### src/rtl/regacc_pkg.sv
// Shared constants, request codes and helpers for the register access sequencer.
// Assumes 8-bit register descriptors: [7] class, [6:5] bank, [4:0] register.
package regacc_pkg;

    localparam int BYTE_W = 8;
    localparam int BANK_W = 2;

    localparam logic [7:0] SPI_OP_RD   = 8'h00;
    localparam logic [7:0] SPI_OP_WR   = 8'h40;
    localparam logic [7:0] SPI_OP_BSET = 8'h80;
    localparam logic [7:0] SPI_OP_BCLR = 8'hA0;

    localparam logic [7:0] REG_FIELD_MASK  = 8'h1F;
    localparam logic [7:0] BANK_FIELD_MASK = 8'h60;
    localparam int         BANK_SHIFT      = 5;
    localparam int         WIDE_CLASS_BIT  = 7;

    typedef enum logic [2:0] {
        CMD_RD    = 3'd0,
        CMD_WR    = 3'd1,
        CMD_WR16  = 3'd2,
        CMD_BSET  = 3'd3,
        CMD_BCLR  = 3'd4,
        CMD_PHYWR = 3'd5
    } cmd_e;

    typedef enum logic [1:0] {
        K_RD  = 2'd0,
        K_WR  = 2'd1,
        K_SET = 2'd2,
        K_CLR = 2'd3
    } kind_e;

    typedef struct packed {
        logic [7:0] addr;
        kind_e      kind;
        logic [7:0] data;
    } phase_t;

    function automatic logic [BANK_W-1:0] bank_of(input logic [7:0] a);
        logic [7:0] shifted;
        shifted = (a & BANK_FIELD_MASK) >> BANK_SHIFT;
        return shifted[BANK_W-1:0];
    endfunction

    function automatic logic [7:0] opcode_of(input kind_e k);
        case (k)
            K_RD:    return SPI_OP_RD;
            K_WR:    return SPI_OP_WR;
            K_SET:   return SPI_OP_BSET;
            default: return SPI_OP_BCLR;
        endcase
    endfunction

endpackage

### src/rtl/regacc_bank_cache.sv
// Holds the bank currently selected in the remote device and reports a hit.
// Assumes the cache starts invalid after reset so the first access always switches.
module regacc_bank_cache #(
    parameter int BANK_W = 2
) (
    input  logic              clk,
    input  logic              rst_n,
    input  logic [BANK_W-1:0] query_bank,
    output logic              hit,
    input  logic              load,
    input  logic [BANK_W-1:0] load_bank
);

    logic              valid_q;
    logic [BANK_W-1:0] bank_q;

    // Record the bank once a switch has completed.
    always_ff @(posedge clk) begin
        if (!rst_n) begin
            valid_q <= 1'b0;
            bank_q  <= '0;
        end else if (load) begin
            valid_q <= 1'b1;
            bank_q  <= load_bank;
        end
    end

    // Compare the requested bank with the cached one.
    always_comb hit = valid_q && (bank_q == query_bank);


    cache_load_chk: assert property (@(posedge clk) disable iff (!rst_n)
        load |=> (valid_q && bank_q == $past(load_bank)));


    cache_reset_chk: assert property (@(posedge clk)
        !rst_n |=> !valid_q);

endmodule

### src/rtl/regacc_frame.sv
// Runs one chip-select framed transaction of two or three bytes.
// Assumes the serializer answers every tx pulse with exactly one byte_done.
module regacc_frame #(
    parameter int BYTE_W = 8,
    parameter int CNT_W  = 2
) (
    input  logic              clk,
    input  logic              rst_n,
    input  logic              start,
    input  logic [BYTE_W-1:0] cmd_byte,
    input  logic [BYTE_W-1:0] data_byte,
    input  logic [CNT_W-1:0]  n_bytes,
    output logic              done,
    output logic [BYTE_W-1:0] rx_byte,
    output logic              spi_cs_n,
    output logic              spi_tx_valid,
    output logic [BYTE_W-1:0] spi_tx_byte,
    input  logic              spi_byte_done,
    input  logic [BYTE_W-1:0] spi_rx_byte
);

    logic              busy_q;
    logic [CNT_W-1:0]  idx_q;
    logic [CNT_W-1:0]  last_q;
    logic [BYTE_W-1:0] data_q;

    // Issue bytes one at a time, paced by byte_done, and frame them with chip select.
    always_ff @(posedge clk) begin
        if (!rst_n) begin
            busy_q       <= 1'b0;
            idx_q        <= '0;
            last_q       <= '0;
            data_q       <= '0;
            done         <= 1'b0;
            rx_byte      <= '0;
            spi_cs_n     <= 1'b1;
            spi_tx_valid <= 1'b0;
            spi_tx_byte  <= '0;
        end else begin
            spi_tx_valid <= 1'b0;
            done         <= 1'b0;
            if (start && !busy_q) begin
                busy_q       <= 1'b1;
                spi_cs_n     <= 1'b0;
                spi_tx_valid <= 1'b1;
                spi_tx_byte  <= cmd_byte;
                data_q       <= data_byte;
                last_q       <= n_bytes - CNT_W'(1);
                idx_q        <= '0;
            end else if (busy_q && spi_byte_done) begin
                rx_byte <= spi_rx_byte;
                if (idx_q == last_q) begin
                    busy_q   <= 1'b0;
                    spi_cs_n <= 1'b1;
                    done     <= 1'b1;
                end else begin
                    idx_q        <= idx_q + CNT_W'(1);
                    spi_tx_valid <= 1'b1;
                    spi_tx_byte  <= (idx_q == '0) ? data_q : '0;
                end
            end
        end
    end


    tx_in_frame_chk: assert property (@(posedge clk) disable iff (!rst_n)
        spi_tx_valid |-> !spi_cs_n);


    tx_single_pulse_chk: assert property (@(posedge clk) disable iff (!rst_n)
        spi_tx_valid |=> !spi_tx_valid);


    cs_release_chk: assert property (@(posedge clk) disable iff (!rst_n)
        done |-> spi_cs_n);

endmodule

### src/rtl/regacc_seq.sv
// Turns register requests into framed SPI transactions with bank caching,
// MAC/MII filler bytes and indirect PHY writes with busy polling.
// Assumes one request at a time; a new one is taken only while idle.
module regacc_seq
    import regacc_pkg::*;
#(
    parameter int         POLL_GAP      = 16,
    parameter logic [7:0] SEL_REG       = 8'h1F,
    parameter logic [7:0] SEL_BITS      = 8'h03,
    parameter logic [7:0] PHY_IDX_REG   = 8'hD4,
    parameter logic [7:0] PHY_WLO_REG   = 8'hD6,
    parameter logic [7:0] PHY_STAT_REG  = 8'hEA,
    parameter int         PHY_BUSY_BIT  = 0
) (
    input  logic        clk,
    input  logic        rst_n,
    input  logic        cmd_valid,
    output logic        cmd_ready,
    input  logic [2:0]  cmd_op,
    input  logic [7:0]  cmd_addr,
    input  logic [15:0] cmd_data,
    output logic        rsp_done,
    output logic [7:0]  rsp_data,
    output logic        spi_cs_n,
    output logic        spi_tx_valid,
    output logic [7:0]  spi_tx_byte,
    input  logic        spi_byte_done,
    input  logic [7:0]  spi_rx_byte
);

    localparam int GAP_W = $clog2(POLL_GAP + 2);
    localparam int CNT_W = 2;

    typedef enum logic [2:0] {
        ST_IDLE, ST_CHK, ST_CLR, ST_SET, ST_ACC, ST_GAP
    } state_e;

    state_e               state_q;
    cmd_e                 req_op;
    logic [7:0]           req_addr;
    logic [15:0]          req_data;
    logic [1:0]           ph_idx;
    logic [GAP_W-1:0]     gap_cnt;
    phase_t               cur;
    logic                 cur_wide;
    logic                 bank_hit;
    logic                 cache_load;
    logic                 fr_start;
    logic [BYTE_W-1:0]    fr_cmd;
    logic [BYTE_W-1:0]    fr_data;
    logic [CNT_W-1:0]     fr_n;
    logic                 fr_done;
    logic [BYTE_W-1:0]    fr_rx;

    // Select the register access of the current phase of the request.
    always_comb begin
        cur.addr = req_addr;
        cur.kind = K_RD;
        cur.data = req_data[7:0];
        case (req_op)
            CMD_WR:   cur.kind = K_WR;
            CMD_BSET: cur.kind = K_SET;
            CMD_BCLR: cur.kind = K_CLR;
            CMD_WR16: begin
                cur.kind = K_WR;
                if (ph_idx != 2'd0) begin
                    cur.addr = req_addr + 8'd1;
                    cur.data = req_data[15:8];
                end
            end
            CMD_PHYWR: begin
                case (ph_idx)
                    2'd0: begin cur.addr = PHY_IDX_REG;        cur.kind = K_WR; cur.data = req_addr;       end
                    2'd1: begin cur.addr = PHY_WLO_REG;        cur.kind = K_WR; cur.data = req_data[7:0];  end
                    2'd2: begin cur.addr = PHY_WLO_REG + 8'd1; cur.kind = K_WR; cur.data = req_data[15:8]; end
                    default: begin cur.addr = PHY_STAT_REG;    cur.kind = K_RD; cur.data = '0;             end
                endcase
            end
            default: cur.kind = K_RD;
        endcase
        cur_wide = (cur.kind == K_RD) && cur.addr[WIDE_CLASS_BIT];
    end

    // Update the bank cache when the set half of a switch completes.
    always_comb cache_load = (state_q == ST_SET) && fr_done;

    regacc_bank_cache #(.BANK_W(BANK_W)) u_cache (
        .clk        (clk),
        .rst_n      (rst_n),
        .query_bank (bank_of(cur.addr)),
        .hit        (bank_hit),
        .load       (cache_load),
        .load_bank  (bank_of(cur.addr))
    );

    regacc_frame #(.BYTE_W(BYTE_W), .CNT_W(CNT_W)) u_frame (
        .clk           (clk),
        .rst_n         (rst_n),
        .start         (fr_start),
        .cmd_byte      (fr_cmd),
        .data_byte     (fr_data),
        .n_bytes       (fr_n),
        .done          (fr_done),
        .rx_byte       (fr_rx),
        .spi_cs_n      (spi_cs_n),
        .spi_tx_valid  (spi_tx_valid),
        .spi_tx_byte   (spi_tx_byte),
        .spi_byte_done (spi_byte_done),
        .spi_rx_byte   (spi_rx_byte)
    );

    // Ready only while idle.
    always_comb cmd_ready = (state_q == ST_IDLE);

    // Step through bank check, switch, access, next phase and poll gap.
    always_ff @(posedge clk) begin
        if (!rst_n) begin
            state_q  <= ST_IDLE;
            req_op   <= CMD_RD;
            req_addr <= '0;
            req_data <= '0;
            ph_idx   <= '0;
            gap_cnt  <= '0;
            fr_start <= 1'b0;
            fr_cmd   <= '0;
            fr_data  <= '0;
            fr_n     <= 2'd2;
            rsp_done <= 1'b0;
            rsp_data <= '0;
        end else begin
            fr_start <= 1'b0;
            rsp_done <= 1'b0;
            case (state_q)
                ST_IDLE: if (cmd_valid) begin
                    req_op   <= cmd_e'(cmd_op);
                    req_addr <= cmd_addr;
                    req_data <= cmd_data;
                    ph_idx   <= '0;
                    state_q  <= ST_CHK;
                end
                ST_CHK: begin
                    fr_start <= 1'b1;
                    if (cur.kind == K_SET || cur.kind == K_CLR || bank_hit) begin
                        fr_cmd  <= opcode_of(cur.kind) | (cur.addr & REG_FIELD_MASK);
                        fr_data <= (cur.kind == K_RD) ? 8'h00 : cur.data;
                        fr_n    <= cur_wide ? 2'd3 : 2'd2;
                        state_q <= ST_ACC;
                    end else begin
                        fr_cmd  <= SPI_OP_BCLR | (SEL_REG & REG_FIELD_MASK);
                        fr_data <= SEL_BITS;
                        fr_n    <= 2'd2;
                        state_q <= ST_CLR;
                    end
                end
                ST_CLR: if (fr_done) begin
                    fr_start <= 1'b1;
                    fr_cmd   <= SPI_OP_BSET | (SEL_REG & REG_FIELD_MASK);
                    fr_data  <= {{(BYTE_W-BANK_W){1'b0}}, bank_of(cur.addr)};
                    fr_n     <= 2'd2;
                    state_q  <= ST_SET;
                end
                ST_SET: if (fr_done) state_q <= ST_CHK;
                ST_ACC: if (fr_done) begin
                    if (req_op == CMD_WR16 && ph_idx == 2'd0) begin
                        ph_idx  <= 2'd1;
                        state_q <= ST_CHK;
                    end else if (req_op == CMD_PHYWR && ph_idx != 2'd3) begin
                        ph_idx  <= ph_idx + 2'd1;
                        state_q <= ST_CHK;
                    end else if (req_op == CMD_PHYWR && fr_rx[PHY_BUSY_BIT]) begin
                        gap_cnt <= GAP_W'(POLL_GAP);
                        state_q <= ST_GAP;
                    end else begin
                        rsp_done <= 1'b1;
                        rsp_data <= fr_rx;
                        state_q  <= ST_IDLE;
                    end
                end
                ST_GAP: begin
                    if (gap_cnt == '0) state_q <= ST_CHK;
                    else               gap_cnt <= gap_cnt - GAP_W'(1);
                end
                default: state_q <= ST_IDLE;
            endcase
        end
    end


    accept_hold_chk: assert property (@(posedge clk) disable iff (!rst_n)
        (cmd_valid && cmd_ready) |=> !cmd_ready);


    done_pulse_chk: assert property (@(posedge clk) disable iff (!rst_n)
        rsp_done |=> !rsp_done);


    gap_quiet_chk: assert property (@(posedge clk) disable iff (!rst_n)
        (state_q == ST_GAP) |-> (spi_cs_n && !spi_tx_valid));


    bitfield_no_switch_chk: assert property (@(posedge clk) disable iff (!rst_n)
        (state_q == ST_CHK && (req_op == CMD_BSET || req_op == CMD_BCLR)) |=> (state_q == ST_ACC));

endmodule

### config.mk
export PLATFORM = sky130hd
export DESIGN_NAME = regacc_seq
export DESIGN_NICKNAME = d
export VERILOG_FILES = /design/src/rtl/regacc_pkg.sv /design/src/rtl/regacc_bank_cache.sv /design/src/rtl/regacc_frame.sv /design/src/rtl/regacc_seq.sv
export SDC_FILE = /design/constraint.sdc
export NUM_CORES = 1
export LEC_CHECK = 0
export ABC_CLOCK_PERIOD_IN_PS = 4100
export BUFFER_PORTS_ARGS = -buffer_cell sky130_fd_sc_hd__buf_2
export CAP_MARGIN = 20
export CORE_MARGIN = 3
export CORE_UTILIZATION = 50
export CTS_CLUSTER_SIZE = 24
export DETAILED_ROUTE_END_ITERATION = 8
export GPL_TIMING_DRIVEN = 0
export PLACE_DENSITY_LB_ADDON = 0.12
export RECOVER_POWER = 25
export SLEW_MARGIN = 20
export SYNTH_ARGS = -nofsm -noshare
export SYNTH_HDL_FRONTEND = slang
export SYNTH_SLANG_ARGS = --single-unit
### constraint.sdc
create_clock -name clk -period 4.1 [get_ports clk]
set_input_delay 1.025 -clock clk [delete_from_list [all_inputs] [get_ports clk]]
set_output_delay 1.025 -clock clk [all_outputs]
set_load 0.05 [all_outputs]
; After elaboration in Yosys (flattened, before gate mapping)
; Index checks and enable logic that the tools add are counted.
[classes]
mux = 59
bitwise = 10
n_eq_ne = 29
n_reduce_logical = 36
add_sub_neg = 5
[op_table]
columns = op, count
row1 = 2-to-1 mux 8 bit, 14
row2 = one-hot mux 8 bit (2 select lines), 4
row3 = one-hot mux 16 bit (3 select lines), 1
row4 = 2-to-1 mux 3 bit, 9
row5 = 2-to-1 mux 5 bit, 5
row6 = one-hot mux 8 bit (3 select lines), 1
row7 = one-hot mux 3 bit (6 select lines), 1
row8 = 2-to-1 mux 1 bit, 14
row9 = "inequality test 2 bit, second input constant", 7
row10 = "equality test 3 x 2 -> 1 bit, second input constant", 4
row11 = "equality test 3 bit, second input constant", 4
row12 = AND reduction 2 bit, 6
row13 = nonzero test 2 bit, 6
row14 = 2-to-1 mux 2 bit, 5
row15 = one-hot mux 5 bit (2 select lines), 1
row16 = AND reduction 5 bit, 2
row17 = NOT 1 bit, 9
row18 = "adder 8 x 1 -> 8 bit, second input constant", 1
row19 = logical AND 1 bit, 8
row20 = "inequality test 2 x 1 -> 1 bit, second input constant", 4
row21 = bitwise OR 8 x 5 -> 8 bit, 1
row22 = one-hot mux 2 bit (2 select lines), 2
row23 = one-hot mux 2 bit (4 select lines), 1
row24 = "equality test 2 bit, second input constant", 3
row25 = other kinds (18), 26
[word_totals]
input_bits = 39
wordCells = 162
register_bits = 100
output_inout_bits = 20

; Logic depth before layout (Yosys ltp)
[logic_depth]
ltp_word = 12
depth_mapped = 10
ltp_nobuf = 8

; Cells and area by module
; Synthesis repeated with hierarchy kept, for this count alone.
[hier_totals]
hier_cells = 563
area_unflattened_um2 = 4793.3
[modules_own_cells]
columns = module, cells_each, seq_area_each_um2, area_each_um2, instances
row1 = regacc_seq, 398, 1281.2, 3271.9, 1
row2 = regacc_frame, 154, 640.6, 1397.6, 1
row3 = regacc_bank_cache, 11, 60.1, 123.9, 1

; Worst setup path after synthesis
; Ideal clock, no wire load.
[synth_timing]
path_type = reg-to-reg
from = reg state_q[2]
to = reg req_addr[1]
arrival_ps = 2570
period_less_slack_ps = 2640
path_stages_with_launch = 8
setup_slack_ps = 1460
path_buffers = 3
required_ps = 4030
cell_sequence = dfxtp_1 > clkbuf_1 > nor3_1 > and2_1 > clkbuf_1 > clkbuf_1 > nand2_1 > a21oi_1
[synth_via]
elab_chain_len = 2
[synth_rtl]
columns = element, line
row1 = start: declaration, regacc_seq.sv:38  ; state_e state_q;
row2 = start signal: assignment, regacc_seq.sv:118  ; state_q <= ST_IDLE;
row3 = start signal: assignment, regacc_seq.sv:139  ; state_q <= ST_CHK;
row4 = start signal: assignment, regacc_seq.sv:147  ; state_q <= ST_ACC;
row5 = logical NOT 3 bit, -
row6 = named net cmd_ready, regacc_seq.sv:18  ; output logic cmd_ready,
row7 = AND reduction 2 bit (no source line), -
row8 = end signal: assignment, regacc_seq.sv:136  ; req_addr <= cmd_addr;
row9 = end: declaration, regacc_seq.sv:40  ; logic [7:0] req_addr;
; The timed path passes the listed nets, and every way through them passes these cells.
; A chain may end at the register's enable or synchronous reset.

; Worst setup path in the final report
[layout_timing]
from = reg ph_idx[0]
to = reg fr_n[0]
[layout_via]
elab_chain_len = 8
word_cells_on_any_way = 19
classes_between = eq/ne: 5 / mux: 7 / reduce/logical: 7
[layout_rtl]
columns = element, line
row1 = start: declaration, regacc_seq.sv:42  ; logic [1:0] ph_idx;
row2 = start signal: assignment, regacc_seq.sv:168  ; ph_idx <= ph_idx + 2'd1;
row3 = "equality test 2 bit, or another cell as far along", regacc_seq.sv:72  ; case (ph_idx)
row4 = one-hot mux 16 bit (3 select lines) or 2-to-1 mux 8 bit (tied branches), "regacc_seq.sv:72, regacc_seq.sv:66"
row5 = one-hot mux 2 bit (4 select lines) or one-hot mux 8 bit (2 select lines) (tied branches), regacc_seq.sv:60  ; case (req_op)
row6 = "logical NOT 2 bit, or another cell as far along", regacc_seq.sv:81  ; cur_wide = (cur.kind == K_RD) && cur.addr[WIDE_CLASS_BIT];
row7 = "logical AND 1 bit, or another cell as far along", regacc_seq.sv:81
row8 = 2-to-1 mux 1 bit or logical OR 1 bit (tied branches), "regacc_seq.sv:146, regacc_seq.sv:143"
row9 = 2-to-1 mux 1 bit *, regacc_seq.sv:143  ; if (cur.kind == K_SET || cur.kind == K_CLR || bank_hit) begin
row10 = one-hot mux 2 bit (2 select lines) *, regacc_seq.sv:133  ; case (state_q)
row11 = end signal: assignment, regacc_seq.sv:146  ; fr_n <= cur_wide ? 2'd3 : 2'd2;
row12 = end: declaration, regacc_seq.sv:51  ; logic [CNT_W-1:0] fr_n;
; Every way passes the cells marked *; elsewhere a longest branch is shown, timed or not.

==> metrics <==
gp weighted congestion 0.949; vias per std cell 5.79; Slew @ Worst Pin 919 ps; CTS tree yes; pwr/cell area 548 nW/um^2; max-slew violations 0; DRC 0; Yosys top cell by area dfxtp_1; initial antenna violation count 0; Multi-input gate area roughly 2300 sq um; Setup Fix Bufs, Post-CTS 0; layout cells sized above 1 between 10% and 20%; Reg-to-Reg Start ph_idx[0]; Max-Cap Viols 0; # rows 33; Post-Syn Nets 612; Nets a little under 700; Main synth FF type dfxtp_1; largest cells by area after synthesis dfxtp_1, nand2_1, a21oi_1; DRT antenna net count 0; routed len/inst 15.8 um; Die Y 101 um; syn_area_per_cell approximately 8.0 sq um; Layout fillers 813; router iterations before antenna repair 5; Placed Cells incl. Taps approximately 730; Async SR Flop Fraction 0%; list of most frequent post-synthesis cells nand2_1, dfxtp_1, a21oi_1; WL final 11,700 um; hold_sp fr_data[5]; Worst setup SP type register; HPWL Detailed 8790 um; number of global-route vias before repair between 4,000 and 5,000; core area about 8500 sq um; CTS hold repair buffers 0; Die Area roughly 10,000 sq um; Resized cells post-CTS 0; sequential share of the synthesized area between 40% and 50%; area grow syn2layout 13.7%; synthesized area roughly 4500 sq um; most common cell in the netlist nand2_1; GRT Overall Usage about a quarter; clock sink total between 90 and 100; Clock Skew 13.4 ps; YS warnings 0; Final Hold Viols 0; synthesized flop and latch total between 90 and 100; R2R depth 10; top cell type's share of synthesized area 44.2%; num ports 59; r2r setup slk about 1300 ps; Final TNS setup 0 ps; Critical Path Max Stage Delay around 520 ps; Initial Util a little over half; H-tree depth 3; Final Non-Filler Cells approximately 740; Die Width 101 um; worst path arrival time ~3000 ps; Critical Path Fanout Max 10; Total Power approximately 2.8 mW; hold endpoint u_frame.data_q[5]; worst r2r dst fr_n[0]; RSZ-0062 raised after global routing false; hold crit path type reg2reg; Fmax achieved ~0.36 GHz; grt ovf 0; CTS Buf Count 9; Hold Path Cell Cnt 2; status finished clean; root buf cell clkbuf_8; kind of critical path reg2reg; Pleak a little under 2 nW; Critical-path top delay cell or4_4; CP required about 4400 ps; Post-synth EDFFs 0; Finished Core Util 60.2%; Cell Chain, Critical Path inv_1 > ha_1 > clkbuf_1 > nand3b_1 > or4_4 > and4_4 > o2bb2a_4 > or2_1 > buf_6 > a22o_1; largest net degree at the start of global routing 21; DR iter-0 viols between 200 and 300; Tcrit/Tclk final between 60% and 70%; IO Port Bufs 58; clk slew on worst S/H paths roughly 100 ps; Netlist cell types 60; CP endpoint kind register; Seq. cell area 1980 sq um; via count roughly 4,300; Worst slew margin between 30% and 40%; Final Critical Period between 2000 and 3000 ps; Antenna diodes 0; Max VDD drop approximately 0.30 mV; global-route wire length before repair between 15,000 and 20,000 um; clk_lat worst skew around 370 ps; Final setup viols 0; clk buf depth 2; Synth Instances 563
-- state kept, by name, summed over array words and instances (netlist names), 8 cells and up --
register / count
fr_cmd: 8
fr_data: 8
req_addr: 8
req_data: 16
rsp_data: 8
u_frame.data_q: 8
u_frame.rx_byte: 8
u_frame.spi_tx_byte: 8
-- cell type report --
type / count / share of cell area [%]
Timing Repair Buffer: 58 / 5.60
Inverter: 13 / 0.958
Tap cell: 105 / 2.58
Clock inverter: 7 / 1.47
Clock buffer: 9 / 2.43
Sequential cell: 99 / 38.9
Multi-Input combinational cell: 414 / 45.1
Buffer: 37 / 2.95
-- routing by layer --
layer  vias to the layer above  wire length (um)  track usage, %
met3                        20               692            4.84
met1                      2032              5220            32.1
met4                         0               214            7.15
met5                         -                 0               0
met2                       126              5590            40.0
li1                       2119                 -               -
-- critical path: cells and delay by family, from the launching register on --
family                   cells  cell delay, ps
AO/OA/AOI/OAI                2             390
flip-flops                   1             410
buffers and inverters        3             460
adder cells (fa/ha/maj)      1             240
AND/OR/NAND/NOR              4            1180
-- worst max-delay path by stage --
| stage | start | endpoint | slack (ps) | depth (start not counted) |
|---|---|---|---|---|
| after floorplan | state_q[2] | req_addr[1] | 1460 | 7 |
| after global placement | ph_idx[0] | fr_n[0] | 1380 | 10 |
| after detailed placement | ph_idx[0] | fr_n[0] | 1340 | 10 |
| after CTS | ph_idx[0] | fr_n[0] | 1340 | 10 |
| after global routing | ph_idx[0] | state_q[2] | 1170 | 9 |
| final | ph_idx[0] | fr_n[0] | 1320 | 10 |
-- kinds of logic after synthesis --
kind of cell             synth area share (%)
flip-flops                               44.2
buffers and inverters                    4.44
multiplexers                             2.46
AND/OR/NAND/NOR                          24.0
AO/OA/AOI/OAI                            21.1
XOR/XNOR                                0.978
adder cells (fa/ha/maj)                  2.79
-- cell usage in the layout, fill, tap and decap left out, drive strengths merged, types with 8 or more instances in the layout --
cell,netlist,layout
o21ai,26,26
nor3,11,11
nor2,53,53
clkbuf,27,42
buf,10,62
nand3,14,14
inv,12,17
mux2i,11,11
dfxtp,99,99
nand2b,8,8
ha,10,10
nand2,116,116
a21oi,71,71
a311oi,9,9
-- where the power goes --
group / leakage (nW) / internal (mW) / switching [mW]
combinational: 1.04 / 0.292 / 0.636
sequential: 0.804 / 1.12 / 0.121
clock: 0.0990 / 0.243 / 0.385
-- through the flow --
step / setup WS, ps / instance area [sq um] / hold slack [ps]
global placement: 1380 / 4900 / 428
detailed placement: 1340 / 4900 / 434
global route: 1170 / 5090 / 477
CTS: 1340 / 5100 / 457
floorplan: 1460 / 4480 / 425
finish: 1320 / 5090 / 457
No activity file was read; power rests on OpenSTA's default activity.
